<file path="src/rtl/i2c_stat_pkg.sv">
package i2c_stat_pkg;
  localparam int STAT_W   = 32;
  localparam int N_STICKY = 6;

  localparam int B_BERR  = 10;
  localparam int B_SAD   = 9;
  localparam int B_GCALL = 8;
  localparam int B_RXF   = 7;
  localparam int B_TXE   = 6;
  localparam int B_ARB   = 5;
  localparam int B_SSTOP = 4;
  localparam int B_BBUSY = 3;
  localparam int B_UBUSY = 2;
  localparam int B_ACK   = 1;
  localparam int B_RW    = 0;
  localparam int USED_W  = B_BERR + 1;

  // Bit position of each write-1-to-clear flag, indexed by sticky slot
  localparam int STICKY_POS [N_STICKY] = '{B_SSTOP, B_ARB, B_TXE, B_RXF, B_SAD, B_BERR};

  localparam logic [STAT_W-1:0] IRQ_MASK =
    (STAT_W'(1) << B_BERR) | (STAT_W'(1) << B_SAD) | (STAT_W'(1) << B_RXF) |
    (STAT_W'(1) << B_TXE)  | (STAT_W'(1) << B_ARB) | (STAT_W'(1) << B_SSTOP);
endpackage

</file>
<file path="src/rtl/i2c_line_sync.sv">
module i2c_line_sync #(
  parameter int LINES  = 2,
  parameter int STAGES = 2
) (
  input  logic             clk,
  input  logic             rst_n,
  input  logic [LINES-1:0] din,
  output logic [LINES-1:0] dout
);
  for (genvar l = 0; l < LINES; l++) begin : g_line
    logic [STAGES-1:0] chain_q;
    logic [STAGES-1:0] chain_d;

    always_comb begin
      chain_d = {chain_q[STAGES-2:0], din[l]};
    end

    always_ff @(posedge clk or negedge rst_n) begin
      if (!rst_n) chain_q <= '1;
      else        chain_q <= chain_d;
    end

    assign dout[l] = chain_q[STAGES-1];
  end
endmodule

</file>
<file path="src/rtl/i2c_bus_monitor.sv">
module i2c_bus_monitor (
  input  logic clk,
  input  logic rst_n,
  input  logic scl_s,
  input  logic sda_s,
  input  logic own_start,
  input  logic addr_hit,
  output logic start_det,
  output logic stop_det,
  output logic bus_active,
  output logic unit_busy
);
  logic scl_q, sda_q;
  logic act_q, act_d;
  logic own_q, own_d;
  logic pend_q, pend_d;

  always_comb begin
    start_det = scl_s & scl_q & sda_q & ~sda_s;
    stop_det  = scl_s & scl_q & ~sda_q & sda_s;
  end

  always_comb begin
    act_d  = act_q;
    own_d  = own_q;
    pend_d = pend_q | own_start;
    if (stop_det) begin
      act_d = 1'b0;
      own_d = 1'b0;
    end else if (start_det) begin
      act_d  = 1'b1;
      pend_d = 1'b0;
      if (pend_q | own_start) own_d = 1'b1;
    end else if (addr_hit && act_q) begin
      own_d = 1'b1;
    end
  end

  always_ff @(posedge clk or negedge rst_n) begin
    if (!rst_n) begin
      scl_q  <= 1'b1;
      sda_q  <= 1'b1;
      act_q  <= 1'b0;
      own_q  <= 1'b0;
      pend_q <= 1'b0;
    end else begin
      scl_q  <= scl_s;
      sda_q  <= sda_s;
      act_q  <= act_d;
      own_q  <= own_d;
      pend_q <= pend_d;
    end
  end

  assign bus_active = act_q;
  assign unit_busy  = own_q;
endmodule

</file>
<file path="src/rtl/i2c_w1c_bit.sv">
module i2c_w1c_bit (
  input  logic clk,
  input  logic rst_n,
  input  logic set_i,
  input  logic clr_i,
  output logic q
);
  logic q_d;

  always_comb begin
    q_d = set_i | (q & ~clr_i);
  end

  always_ff @(posedge clk or negedge rst_n) begin
    if (!rst_n) q <= 1'b0;
    else        q <= q_d;
  end
endmodule

</file>
<file path="src/rtl/i2c_stat_irq.sv">
module i2c_stat_irq
  import i2c_stat_pkg::*;
#(
  parameter int SYNC_STAGES = 2
) (
  input  logic              clk,
  input  logic              rst_n,
  input  logic              scl_in,
  input  logic              sda_in,
  input  logic              own_start,
  input  logic              slave_mode,
  input  logic              ev_mt_noack,
  input  logic              ev_sr_nak,
  input  logic              ev_addr_hit,
  input  logic              ev_gcall,
  input  logic              ev_rx_full,
  input  logic              ev_tx_done,
  input  logic              ev_arb_lost,
  input  logic              ack_in,
  input  logic              rw_in,
  input  logic [STAT_W-1:0] int_en,
  input  logic              wr_en,
  input  logic [STAT_W-1:0] wr_data,
  output logic [STAT_W-1:0] rd_data,
  output logic              irq
);
  logic [1:0] lines_s;
  logic       start_det, stop_det, bus_active, unit_busy;
  logic [N_STICKY-1:0] st_set, st_clr, st_q;
  logic [STAT_W-1:0]   clr_vec;
  logic gc_q, gc_d;
  logic ack_q, rw_q;

  i2c_line_sync #(.LINES(2), .STAGES(SYNC_STAGES)) u_sync (
    .clk (clk),
    .rst_n (rst_n),
    .din ({scl_in, sda_in}),
    .dout (lines_s)
  );

  i2c_bus_monitor u_mon (
    .clk        (clk),
    .rst_n      (rst_n),
    .scl_s      (lines_s[1]),
    .sda_s      (lines_s[0]),
    .own_start  (own_start),
    .addr_hit   (ev_addr_hit | ev_gcall),
    .start_det  (start_det),
    .stop_det   (stop_det),
    .bus_active (bus_active),
    .unit_busy  (unit_busy)
  );

  always_comb begin
    clr_vec = wr_en ? wr_data : '0;
    st_set  = '0;
    st_set[0] = stop_det & slave_mode;
    st_set[1] = ev_arb_lost;
    st_set[2] = ev_tx_done;
    st_set[3] = ev_rx_full;
    st_set[4] = ev_addr_hit | ev_gcall;
    st_set[5] = ev_mt_noack | ev_sr_nak;
  end

  for (genvar g = 0; g < N_STICKY; g++) begin : g_sticky
    assign st_clr[g] = clr_vec[STICKY_POS[g]];
    i2c_w1c_bit u_bit (
      .clk   (clk),
      .rst_n (rst_n),
      .set_i (st_set[g]),
      .clr_i (st_clr[g]),
      .q     (st_q[g])
    );
  end

  always_comb begin
    gc_d = gc_q;
    if (ev_gcall)       gc_d = 1'b1;
    else if (start_det) gc_d = 1'b0;
  end

  always_ff @(posedge clk or negedge rst_n) begin
    if (!rst_n) begin
      gc_q  <= 1'b0;
      ack_q <= 1'b0;
      rw_q  <= 1'b0;
    end else begin
      gc_q  <= gc_d;
      ack_q <= ack_in;
      rw_q  <= rw_in;
    end
  end

  always_comb begin
    rd_data = '0;
    for (int k = 0; k < N_STICKY; k++) rd_data[STICKY_POS[k]] = st_q[k];
    rd_data[B_GCALL] = gc_q;
    rd_data[B_BBUSY] = bus_active & ~unit_busy;
    rd_data[B_UBUSY] = unit_busy;
    rd_data[B_ACK]   = ack_q;
    rd_data[B_RW]    = rw_q;
  end

  assign irq = |(rd_data & int_en & IRQ_MASK);

  logic unused_bits;
  assign unused_bits = ^{clr_vec[STAT_W-1:USED_W], clr_vec[B_GCALL], clr_vec[B_BBUSY:0]};
endmodule

</file>
<file path="config.mk">
export PLATFORM = sky130hd
export DESIGN_NAME = i2c_stat_irq
export DESIGN_NICKNAME = d
export VERILOG_FILES = /design/src/rtl/i2c_stat_pkg.sv /design/src/rtl/i2c_line_sync.sv /design/src/rtl/i2c_bus_monitor.sv /design/src/rtl/i2c_w1c_bit.sv /design/src/rtl/i2c_stat_irq.sv
export SDC_FILE = /design/constraint.sdc
export NUM_CORES = 1
export LEC_CHECK = 0
export BUFFER_PORTS_ARGS = -buffer_cell sky130_fd_sc_hd__buf_2
export CORE_MARGIN = 5
export CORE_UTILIZATION = 28
export DETAILED_ROUTE_END_ITERATION = 8
export PLACE_DENSITY = 0.86
export SLEW_MARGIN = 30
export SYNTH_ARGS = -nofsm -noshare
export SYNTH_HDL_FRONTEND = slang
export SYNTH_SLANG_ARGS = --single-unit
</file>
<file path="constraint.sdc">
create_clock -name clk -period 1.07 [get_ports clk]
set_input_delay 0.1605 -clock clk [delete_from_list [all_inputs] [get_ports clk]]
set_output_delay 0.1605 -clock clk [all_outputs]
set_load 0.01 [all_outputs]
</file>
### Word level (Yosys, flattened, before mapping)

Index checks and enable logic that the tools add are counted.

* output and inout port bits: 33
* flip-flop bits (word level): 18

* reduce and logical (&&, ||, !) cells: 6
* eq/ne operators: 1
* mux-type cells: 11
* bitwise gates (word level): 32

Operator list (count)
* 1-bit bitwise AND: 13
* 11-bit bitwise AND: 1
* 11-bit two-way mux: 1
* 1-bit two-way mux: 10
* 1-bit NOT: 9
* 1-bit bitwise OR: 9
* 6-bit OR reduction: 1
* 2-bit nonzero test: 2
* 3-bit by 1-bit inequality test with 1-bit output (second input constant): 1
* 3-bit nonzero test: 1
* 2-bit AND reduction: 1
* 1-bit logical AND: 1

### Longest topological paths before layout

* word-level depth: 5
* depth in mapped cells: 3
* depth with buffers taken out: 3

### Modules after synthesis

A second synthesis with hierarchy kept.

* cells, all modules: 85
* area total of the unflattened synthesis: 912.1 um2

By module, submodules not included
* i2c_stat_irq: cells an instance 45, times used 1, area an instance 367.9 um2, sequential area each 75.1 um2
* i2c_w1c_bit: cells an instance 3, times used 6, area an instance 36.3 um2, sequential area each 25.0 um2
* i2c_bus_monitor: cells an instance 16, times used 1, area an instance 206.4 um2, sequential area each 127.6 um2
* i2c_line_sync: cells an instance 6, times used 1, area an instance 120.1 um2, sequential area each 105.1 um2

### Least setup slack after synthesis

OpenSTA, ideal clock, no wires.

* kind: register to register
* from: reg u_sync.g_line[1].chain_q[1]
* to: reg u_mon.own_q, in the netlist u_mon.unit_busy
* setup time: 130 ps
* required time: 940 ps
* cell stages (with the launch flop): 4
* path slack: 28 ps
* path buffers: 0
* arrival: 912 ps
* path through: dfstp_2 > nand4b_4 > o41ai_2 > a31oi_1

* word-level cells in the longest chain between the ends: 5

RTL lines
* from (decl): line i2c_line_sync.sv:11 `logic [STAGES-1:0] chain_q;`
* from (signal assigned): line i2c_line_sync.sv:20 `else chain_q <= chain_d;`
* 1-bit bitwise AND *: line i2c_bus_monitor.sv:19, i2c_bus_monitor.sv:20
* 1-bit bitwise AND, on equally long branches (2 in a row): line i2c_bus_monitor.sv:19, i2c_bus_monitor.sv:20
* 3-bit by 1-bit inequality test with 1-bit output (no line) (tied with other cells)
* 2-bit AND reduction (no line) or 1-bit two-way mux (tied branches)
* to (signal assigned): line i2c_bus_monitor.sv:50 `own_q <= own_d;`
* to (decl): line i2c_bus_monitor.sv:15 `logic own_q, own_d;`

Mark *: on every way between the ends. The rest lies on a longest branch, timed or not.
A chain may end at the register's enable or synchronous reset.

### Worst setup path after layout

* from: reg g_sticky[0].u_bit.q
* to: out irq

* word-level cells in the longest chain between the ends: 2

RTL lines
* from (decl): line i2c_w1c_bit.sv:6 `output logic q`
* from (signal assigned): line i2c_w1c_bit.sv:16 `else q <= q_d;`
* 11-bit bitwise AND: line i2c_stat_irq.sv:104 `assign irq = |(rd_data & int_en & IRQ_MASK);`
* 6-bit OR reduction: line i2c_stat_irq.sv:104
* to (decl): line i2c_stat_irq.sv:25 `output logic irq`

Every way passes these cells.

==> summary.md <==
| Metric | Value |
|---|---|
| Outcome | `finished, violations left` |
| Violations in the final reports | `negative setup slack` |
| Via count of the first global-routing pass | `roughly 630` |
| Port Buf Inserts | `39` |
| Initial Util | `between 20% and 30%` |
| Count of final max-slew check failures | `0` |
| Overflow left after global routing | `0` |
| Placeable core region | `between 3000 and 4000 um2` |
| Leakage dissipation | `between 0.6 and 0.7 nW` |
| Clk sink count | `18` |
| Summed area of non-filler cells in the final layout | `approximately 1200 um2` |
| Die H | `66.4 um` |
| Critical Path Slowest Stage Cell | `dfrtp_1` |
| Maximum VDD drop | `0.000754 V` |
| Total via count after detailed routing | `between 600 and 700` |
| Fmax achieved | `0.791 GHz` |
| Sum of internal, switching and leakage power | `roughly 1.5 mW` |
| Switching fraction of total power | `25.0%` |
| Max stage delay on crit path | `about 0.40 ns` |
| Worst Min Path Start | `ev_rx_full` |
| Reg2Reg Setup Slack | `-0.04 ns` |
| Number of flip-flops and latches in the synthesized netlist | `18` |
| Total Nets Final | `approximately 210` |
| Critical path launch point type | `register` |
| Setup ws final | `-0.194 ns` |
| RSZ-0062 raised after global routing | `yes` |
| All-Layer GR Usage | `slightly below 9%` |
| CP required | `between 0.9 and 1 ns` |
| Clock share of power | `between 20% and 30%` |
| Share of post-route cells with drive strength above 1 | `about 52%` |
| Yosys cell types | `18` |
| Post-detailed-routing wire length | `1860 um` |
| TritonCTS clock tree | `built` |
| Number of cell instances on the worst register-to-register path | `3` |
| PwrDens | `1200 nW/um2` |
| Beginning of the worst register-to-register path | `u_sync.g_line[1].chain_q[1]` |
| Number of placement rows | `20` |
| Warnings from Yosys | `0` |
| Remaining antenna violation count | `0` |
| Ordered cell list for the critical path | `a22oi_2, nand3_1, buf_2` |
| Wire length of the first global-routing pass | `2870 um` |
| Last weighted congestion value of the routability-driven placer | `around 0.7` |
| Comb pwr share | `roughly a fifth` |
| Sequential cell fraction of total power | `52.5%` |
| Post-CTS clock slew at the launch and capture registers of the worst setup and hold paths | `around 0.10 ns` |
| Horizontal die dimension | `between 60 and 70 um` |
| Cell internal pwr | `1.09 mW` |
| DRC viols | `0` |
| Depth of the CTS H-tree | `1` |
| Sequential area share after synthesis | `between 50 and 60%` |
| Setup Slack @ Placement | `-0.0362 ns` |
| Die ar. | `about 4400 um2` |
| Min-delay worst type | `primary input to register` |
| Cell area after technology mapping | `891 um2` |
| Critical path capture point type | `primary output` |
| Instance area at placement | `roughly 990 um2` |
| Syn Area/Cell | `roughly 11 um2` |
| Area growth syn-to-layout | `35.4%` |
| Max Fanout on Critical Path | `2` |
| Number of hold violations in the final report | `0` |
| Root cell of the clock tree | `clkbuf_4` |
| DRC marker count from the first detailed-route iteration | `13` |
| DRT Pass-1 Iters | `4` |
| Post-route clock skew | `roughly 0.00033 ns` |
| Worst hold slack | `0.0481 ns` |
| Average vias per placed instance | `around 3.8` |
| Final Cycle Share | `118%` |
| Final worst path period need | `about 1.3 ns` |
| Cells after Synth | `79` |
| Reg2reg end | `u_mon.unit_busy` |
| Insertion delay to the later sink of the worst-skew pair | `0.28 ns` |
| Layout filler cell count | `323` |
| Number of top-level design ports | `around 110` |
| Data arrival time of the critical path | `roughly 1.1 ns` |
| End of the worst hold path | `g_sticky[3].u_bit.q` |
| Number of buffers created by CTS | `3` |
| Switching power total | `roughly 360 uW` |
| Number of cells on the worst hold path | `2` |
| Max-cap violations | `0` |
| Maximum number of pins on one net before global-route repair | `19` |
| Critical path class | `register to primary output` |
| Initial antenna violation count | `0` |
| Max clock buf depth | `2` |
| Number of diodes | `0` |
| Setup-violating endpoint count in the final report | `8` |
| Post-detailed-route wirelength per cell | `between 10 and 15 um` |
[what timing repair did]
action / CTS / global route
setup buffers: 8 / 3
resized for setup: 9 / 4
hold endpoints to repair: 16 / 0
hold buffers: 5 / 0
pin swaps: 3 / 5
endpoints found under the setup margin: 4 / 14
[cells in the mapped netlist (all sizes together)]
cell type | number | share of area, %
buf | 31 | 26
dfrtp | 12 | 34
nand2 | 9 | 3.8
dfstp | 6 | 18
a21o | 4 | 3.5
a22oi | 3 | 2.5
a211o | 2 | 2.0
inv | 2 | 0.84
nand4b | 2 | 3.7
o21ai | 2 | 1.1
a31oi | 1 | 0.70
conb | 1 | 0.42
nand3 | 1 | 0.56
nor2b | 1 | 0.70
o21a | 1 | 0.84
o41ai | 1 | 1.8
[worst max-delay path by stage]
| stage | from | endpoint | slack [ns] | cells after the start |
|---|---|---|---|---|
| 4_1_cts | g_sticky[1].u_bit.q | irq | -0.22 | 3 |
| 3_5_place_dp | u_sync.g_line[1].chain_q[1] | u_mon.unit_busy | -0.04 | 3 |
| 2_1_floorplan | u_sync.g_line[1].chain_q[1] | u_mon.unit_busy | 0.03 | 3 |
| 5_1_grt | g_sticky[0].u_bit.q | irq | -0.30 | 3 |
| 6_report | g_sticky[0].u_bit.q | irq | -0.19 | 3 |
| 3_3_place_gp | u_sync.g_line[1].chain_q[1] | u_mon.unit_busy | -0.01 | 3 |
[metrics by stage]
step	std cells	setup TNS [ns]	utilization [%]
detailed placement	152	-0.0362	32.5
finish	170	-0.406	39.5
floorplan	99	0	-
CTS	169	-0.514	38.9
global placement	152	-0.0127	32.5
global route	170	-1.03	39.5
[layer usage]
| layer | up-vias | track usage (%) | wire length (um) |
|---|---|---|---|
| met1 | 295 | 11.1 | 767 |
| met4 | 0 | 2.28 | 9 |
| li1 | 305 | - | - |
| met5 | - | 0 | 0 |
| met2 | 42 | 14.0 | 915 |
| met3 | 2 | 3.23 | 169 |
[logic make-up (layout without fill, tap and decap cells)]
family                 count (synthesis)  count (layout)  synth area share, %
buffers and inverters                 33              60                 27.0
DFF                                   18              18                 51.4
AOI/OAI and AO/OA                     14              14                 12.5
and+or+nand+nor                       13              13                 8.71
other                                  1              21                0.421
[cells in the final DEF, fill, tap and decap left out, drive strengths merged, types with 3 or more instances in the layout]
cell type,netlist,routed
nand2,9,9
dfstp,6,6
clkbuf,0,4
conb,1,21
dlygate4sd3,0,5
dfrtp,12,12
buf,31,49
a21o,4,4
a22oi,3,3
[cell type report]
class	instances	area [um2]	area share, %
Clock buffer	4	36.3	3.01
Inverter	2	7.51	0.622
Multi-Input combinational cell	48	283	23.4
Sequential cell	18	458	38.0
Tap cell	44	55.1	4.56
Timing Repair Buffer	54	367	30.4
[flip-flops by register name, indices dropped and copies added, names as in the netlist]
name                   flops
rw_q                       1
u_mon.scl_q                1
u_mon.pend_q               1
gc_q                       1
ack_q                      1
u_sync.g_line.chain_q      4
u_mon.unit_busy            1
u_mon.bus_active           1
u_mon.sda_q                1
g_sticky.u_bit.q           6
[critical path, delay by kind of cell (launching register included)]
family | cells | cell delay [ns]
AO/OA/AOI/OAI | 1 | 0.18
buffers and inverters | 1 | 0.15
flip-flops | 1 | 0.40
AND/OR/NAND/NOR | 1 | 0.09
[power by group through the flow]
stage                     Sequential, mW  Clock, mW  Combinational, mW
after CTS                          0.762      0.436              0.275
after global routing               0.769      0.482              0.315
after detailed placement           0.777          0              0.200
final                              0.762      0.409              0.281
after global placement             0.774          0              0.196
after floorplan                    0.771          0              0.182
No activity file was read; power rests on OpenSTA's default activity.
